<file path="config.mk">
export PLATFORM = sky130hd
export DESIGN_NAME = eeprom_share_ctl
export DESIGN_NICKNAME = d
export VERILOG_FILES = /design/src/rtl/eeprom_share_ctl.sv
export SDC_FILE = /design/constraint.sdc
export NUM_CORES = 1
export LEC_CHECK = 0
export ABC_AREA = 1
export BUFFER_PORTS_ARGS = -buffer_cell sky130_fd_sc_hd__buf_2
export CORE_MARGIN = 2
export CORE_UTILIZATION = 32
export DETAILED_ROUTE_END_ITERATION = 6
export PLACE_DENSITY = 0.48
export SYNTH_ARGS = -nofsm -noshare
export SYNTH_HDL_FRONTEND = slang
export SYNTH_SLANG_ARGS = --single-unit
</file>
<file path="constraint.sdc">
create_clock -name clk -period 2 [get_ports clk]
set_input_delay 0.3 -clock clk [delete_from_list [all_inputs] [get_ports clk]]
set_output_delay 0.3 -clock clk [all_outputs]
set_load 0.05 [all_outputs]
</file>
<file path="src/rtl/eeprom_share_ctl.sv">
module eeprom_share_ctl #(
  parameter int ADDR_W    = 8,
  parameter int DATA_W    = 16,
  parameter int WAKE_ADDR = 14
) (
  input  logic              clk,
  input  logic              rst_n,
  input  logic              cfg_done,
  input  logic              wake,
  input  logic              rd_start,
  input  logic [ADDR_W-1:0] rd_addr,
  output logic              rd_done,
  output logic [DATA_W-1:0] rd_data,
  output logic              rd_busy,
  output logic              own_busy,
  input  logic              ext_busy,
  output logic              ee_cs_o,
  output logic              ee_cs_oe,
  output logic              ee_sck_o,
  output logic              ee_sck_oe,
  output logic              ee_sio_o,
  output logic              ee_sio_oe,
  input  logic              ee_sio_i
);
  localparam int HDR_W = 3 + ADDR_W;
  localparam int TOT   = HDR_W + DATA_W;
  localparam int CW    = $clog2(TOT + 1);
  localparam logic [CW-1:0] HDR_C  = CW'(HDR_W);
  localparam logic [CW-1:0] LAST_C = CW'(TOT - 1);

  typedef enum logic [1:0] {S_CFG, S_IDLE, S_REQ} st_t;

  st_t               st;
  logic              ext_m, ext_s;
  logic              run, ph, done_q;
  logic [CW-1:0]     cnt;
  logic [HDR_W-1:0]  sh_out;
  logic [DATA_W-1:0] sh_in;

  wire owned    = (st == S_CFG);
  wire grant    = (st == S_REQ) && !ext_s;
  wire cmd_go   = owned && !run && rd_start;
  wire launch   = cmd_go || grant;
  wire [ADDR_W-1:0] go_addr = grant ? ADDR_W'(WAKE_ADDR) : rd_addr;
  wire in_phase = (cnt >= HDR_C);

  always_ff @(posedge clk or negedge rst_n) begin
    if (!rst_n) begin
      st     <= S_CFG;
      ext_m  <= 1'b0;
      ext_s  <= 1'b0;
      run    <= 1'b0;
      ph     <= 1'b0;
      cnt    <= '0;
      sh_out <= '0;
      sh_in  <= '0;
      done_q <= 1'b0;
    end else begin
      ext_m  <= ext_busy;
      ext_s  <= ext_m;
      done_q <= 1'b0;
      case (st)
        S_CFG:   if (!run && !rd_start && cfg_done) st <= S_IDLE;
        S_IDLE:  if (wake) st <= S_REQ;
        S_REQ:   if (!ext_s) st <= S_CFG;
        default: st <= S_CFG;
      endcase
      if (launch) begin
        run    <= 1'b1;
        ph     <= 1'b0;
        cnt    <= '0;
        sh_out <= {3'b110, go_addr};
      end else if (run) begin
        ph <= ~ph;
        if (ph) begin
          cnt <= cnt + 1'b1;
          if (in_phase) sh_in <= {sh_in[DATA_W-2:0], ee_sio_i};
          else          sh_out <= sh_out << 1;
          if (cnt == LAST_C) begin
            run    <= 1'b0;
            done_q <= 1'b1;
          end
        end
      end
    end
  end

  assign own_busy  = (st != S_IDLE);
  assign ee_cs_oe  = owned;
  assign ee_sck_oe = owned;
  assign ee_cs_o   = owned && run;
  assign ee_sck_o  = owned && run && ph;
  assign ee_sio_oe = owned && !(run && in_phase);
  assign ee_sio_o  = owned && run && !in_phase && sh_out[HDR_W-1];
  assign rd_done   = done_q;
  assign rd_data   = sh_in;
  assign rd_busy   = run;
endmodule

</file>
Word-level counts from Yosys, hierarchy flattened
Cells that the tools add are included.
W data, S select, Z words.

operators by class
  add/subtract/negate cells = 1
  $lt $le $gt $ge = 1
  equal/unequal tests = 8
  mux-type cells = 22
  bitwise logic cells = 2
  reductions and logical operators = 24

operators by type and width
  cell                   number
  $mux W11               4
  $mux W5                3
  $logic_and A1 B1 Y1    11
  $mux W1                10
  $mux W8                1
  $mux W2                3
  $ne A2 B2 Y1 const B   3
  $pmux W2 S3            1
  $reduce_and A3 Y1      2
  $add A5 B1 Y5 const B  1
  $eq A5 B5 Y1 const B   1
  $ge A5 B4 Y1 const B   1
  $logic_not A1 Y1       5
  $ne A2 B1 Y1 const B   2
  $reduce_and A4 Y1      1
  $reduce_bool A2 Y1     2
  $eq A2 B1 Y1 const B   1
  $eq A2 B2 Y1 const B   1
  $logic_not A2 Y1       1
  $not A1 Y1             2
  $reduce_and A2 Y1      1
  $logic_or A1 B1 Y1     1

storage, ports and cells
  flip-flop bits (word level) = 39
  input port bits = 15
  logic and storage cells = 67

Longest topological paths before layout
  word-level depth = 6
  depth in mapped cells = 8
  depth with buffers taken out = 8

Worst setup path after synthesis
Ideal clock, no wire load.

  path kind = register to output
  start point = reg st[1]
  end point = out ee_sio_o
  arrival time = 2.092 ns
  data required time = 1.700 ns
  path slack = -0.392 ns
  stages on the path, launching flop included = 6
  buffers on the path = 0
  cells stage by stage = dfrtp_1 nor2_4 nand2_1 inv_1 nand2_1 nor2_1

on the way
  cells in the longest elaborated chain, start to end = 4

RTL lines
  what                              RTL line  RTL
  start, declared                   33        st_t st;
  start signal, assigned            49        st <= S_CFG;
  start signal, assigned            63        S_CFG: if (!run && !rd_start && cfg_done) st <= S_IDLE;
  start signal, assigned            64        S_IDLE: if (wake) st <= S_REQ;
  $logic_not A2 Y1                  40        wire owned = (st == S_CFG);
  net ee_cs_oe                      18        output logic ee_cs_oe,
  $logic_and A1 B1 Y1               -
  net ee_cs_o                       17        output logic ee_cs_o,
  $logic_and A1 B1 Y1 (2 in a row)  94        assign ee_sio_o = owned && run && !in_phase && sh_out[HDR_W-1];
  end, declared                     21        output logic ee_sio_o,

The timed path passes the listed nets, and every way through them passes these cells.

Final worst setup path
  start point = reg cnt[1]
  end point = out ee_sio_oe

on the way
  cells in the longest elaborated chain, start to end = 4

RTL lines
  what                    RTL line  RTL
  start, declared         36        logic [CW-1:0] cnt;
  start signal, assigned  76        cnt <= cnt + 1'b1;
  $ge A5 B4 Y1            45        wire in_phase = (cnt >= HDR_C);
  $logic_and A1 B1 Y1     93        assign ee_sio_oe = owned && !(run && in_phase);
  $logic_not A1 Y1        93
  $logic_and A1 B1 Y1     93
  end, declared           22        output logic ee_sio_oe,

No other way between the ends.

==> qor.csv <==
metric,value,unit
status,completed,
hold_path_class,in2reg,
power,1.44,mW
arrival,1600,ps
rsz0062_at_grt,false,
post-route-min-period,1900,ps
cp_slowest_cell,dfrtp_2,
synth_edf_count,0,
grt_pass1_wl,7150,µm
drc,0,
critPathCaptureType,output port,
fin_nets,300,
dr.pass1.iters,4,
pin_count,40,
ys_seq_area_frac,0.500,
worst_clock_skew,7.30,ps
worstMarginPinSlew,491,ps
numClockSinks,39,
portBuffers,39,
min_period_over_period,0.951,
die_area,6740,µm²
slew_violations,0,
antenna_found_initial,0,
grt_overflow,0,
antenna_cells,0,
cts_tree,done,
n_fill_cell,632,
rows,28,
regArea,977,µm²
worstPathRequired,1700,ps
cap_violations,0,
yosys_warnings,0,
initial_core_util,0.330,
setup-violations-final,0,
relSlewSlack,0.672,
path_buf_inv,2,
ant_nets,0,
synth.cell_area,1950,µm²
gp_congestion,0.827,
drtIter0Drc,109,
wl,4260,µm
hold_depth,1,
critPathLaunchType,flop,
hpwl,2950,µm
cts_max_path_buffers,2,
ys_ff_latch,39,
fp.dieH,82.1,µm
worstPathCellList,"ha_1, nand2_1, nand3_1, nor2_4, inv_2, a21oi_4, buf_6",
r2r_end,rd_data[4],
hold_end,ext_m,
rr_startpoint,cnt[1],
grt_start_max_net_pins,22,
syn_inst,235,
wl_per_cell,11.9,µm
min_from,ext_busy,
synth.distinct_cells,29,
maxClockFrequency,526,MHz
vias,1645,
coreArea,5920,µm²
syn-num-nets,252,
async_flop_share,1.00,
die_w,82.1,µm
cts_buffers,5,
worstRegToRegCells,8,
grt_use_total,0.139,
tns,0,ps
ir_drop,0.000329,V
avgSynthCellArea,8.31,µm²
grt_pass1_vias,1480,
leakage,1.24,nW
dp_cells,348,
synthFlopType,dfrtp_1,
hold_viol,0,
crit_family,flip-flops,
r2r_slack,420,ps
h-tree-depth,2,
vias_per_cell,4.58,
p_per_area,608,nW/µm²
cp_max_fo,4,
ctsRootBufferMaster,clkbuf_8,
drive_gt1_frac,0.250,
synthToLayoutAreaGrowth,21.1,%
multi_input_comb_area,852,µm²
worstSetupPathType,reg2out,
clk_latency,290,ps
slowest_delay,420,ps
clk_pin_slew,70,ps
final_cells,359,
[what timing repair did]
| item | 4_1_cts | 5_1_grt |
|---|---|---|
| resized for setup | 4 | 1 |
| hold buffers | 1 | 0 |
| endpoints found under the setup margin | 2 | 2 |
| setup buffers | 0 | 2 |
| endpoints found under the hold margin | 18 | 0 |
[cells in the mapped netlist (2+ instances only)]
master | number | area share
inv_1 | 18 | 0.035
buf_4 | 2 | 0.0077
dfrtp_1 | 39 | 0.50
nand3_1 | 22 | 0.056
nand4_1 | 5 | 0.016
buf_6 | 3 | 0.017
nand2_1 | 93 | 0.18
o21ai_0 | 12 | 0.031
nor2_1 | 9 | 0.017
ha_1 | 2 | 0.013
o21ai_1 | 6 | 0.015
nand2_2 | 4 | 0.013
nor2_4 | 2 | 0.012
nand3b_1 | 3 | 0.012
[per-layer routing]
layer | share of wire | global-route usage
met1 | 0.50 | 0.190
met2 | 0.45 | 0.220
met5 | 0 | 0
met4 | 0.0035 | 0.0400
met3 | 0.048 | 0.0326
[cells by family (layout without fill, tap and decap cells)]
family / Yosys count / in the layout / synth area share
and+or+nand+nor: 145 / 145 / 0.349
adders and majority gates: 2 / 2 / 0.0128
DFF: 39 / 39 / 0.500
buffers and inverters: 26 / 75 / 0.0737
xor gates and xnor gates: 1 / 1 / 0.00449
AOI/OAI and AO/OA: 22 / 22 / 0.0602
[how the worst max path moves through the flow]
stage / slack, ps / cells past startpoint / start / endpoint
global placement: 240 / 7 / cnt[1] / ee_sio_oe
floorplan: -100 / 5 / st[1] / ee_sio_o
finish: 100 / 7 / cnt[1] / ee_sio_oe
CTS: 3 / 7 / cnt[1] / ee_sio_oe
detailed placement: 230 / 7 / cnt[1] / ee_sio_oe
global route: 5 / 7 / cnt[1] / ee_sio_oe
[cell usage in the layout, fill, tap and decap left out, types with 2 or more instances in the layout]
master,count
nand2_1,93
dfrtp_1,38
buf_2,37
nand3_1,22
inv_1,17
o21ai_0,12
nor2_1,8
buf_4,8
o21ai_1,6
nand4_1,5
clkbuf_8,5
nand2_2,4
nor2_4,3
nand3b_1,3
clkinv_2,3
inv_2,2
ha_1,2
[flip-flops by register name (all words and copies together) (netlist names)]
signal   cells
ext_m        1
cnt          5
ph           1
rd_done      1
rd_data     16
ext_s        1
rd_busy      1
sh_out      11
st           2
[metrics by stage]
step                      worst slack (ps)  hold WS (ps)  cell area (µm²)  utilization
final                                 98.6           115             2360        0.399
after global placement                 244           292             2250        0.379
after floorplan                      -99.9          4.41             1970            -
after CTS                             3.18           105             2350        0.397
after global routing                  5.12          97.7             2360        0.399
after detailed placement               228           295             2250        0.379
[area by class of cell]
| class | count | area share |
|---|---|---|
| clock buffer | 5 | 0.0291 |
| clock inverter | 3 | 0.00635 |
| inverter | 19 | 0.0302 |
| multi-input combinational | 170 | 0.360 |
| sequential | 39 | 0.413 |
| tap | 75 | 0.0397 |
| timing repair buffer | 48 | 0.121 |
[power breakdown]
group	internal [mW]	switching, mW	total, mW
Clock	0.239	0.275	0.513
Combinational	0.0305	0.0804	0.111
Sequential	0.803	0.0104	0.814
Note: power is estimated with default switching activity, not from simulation.
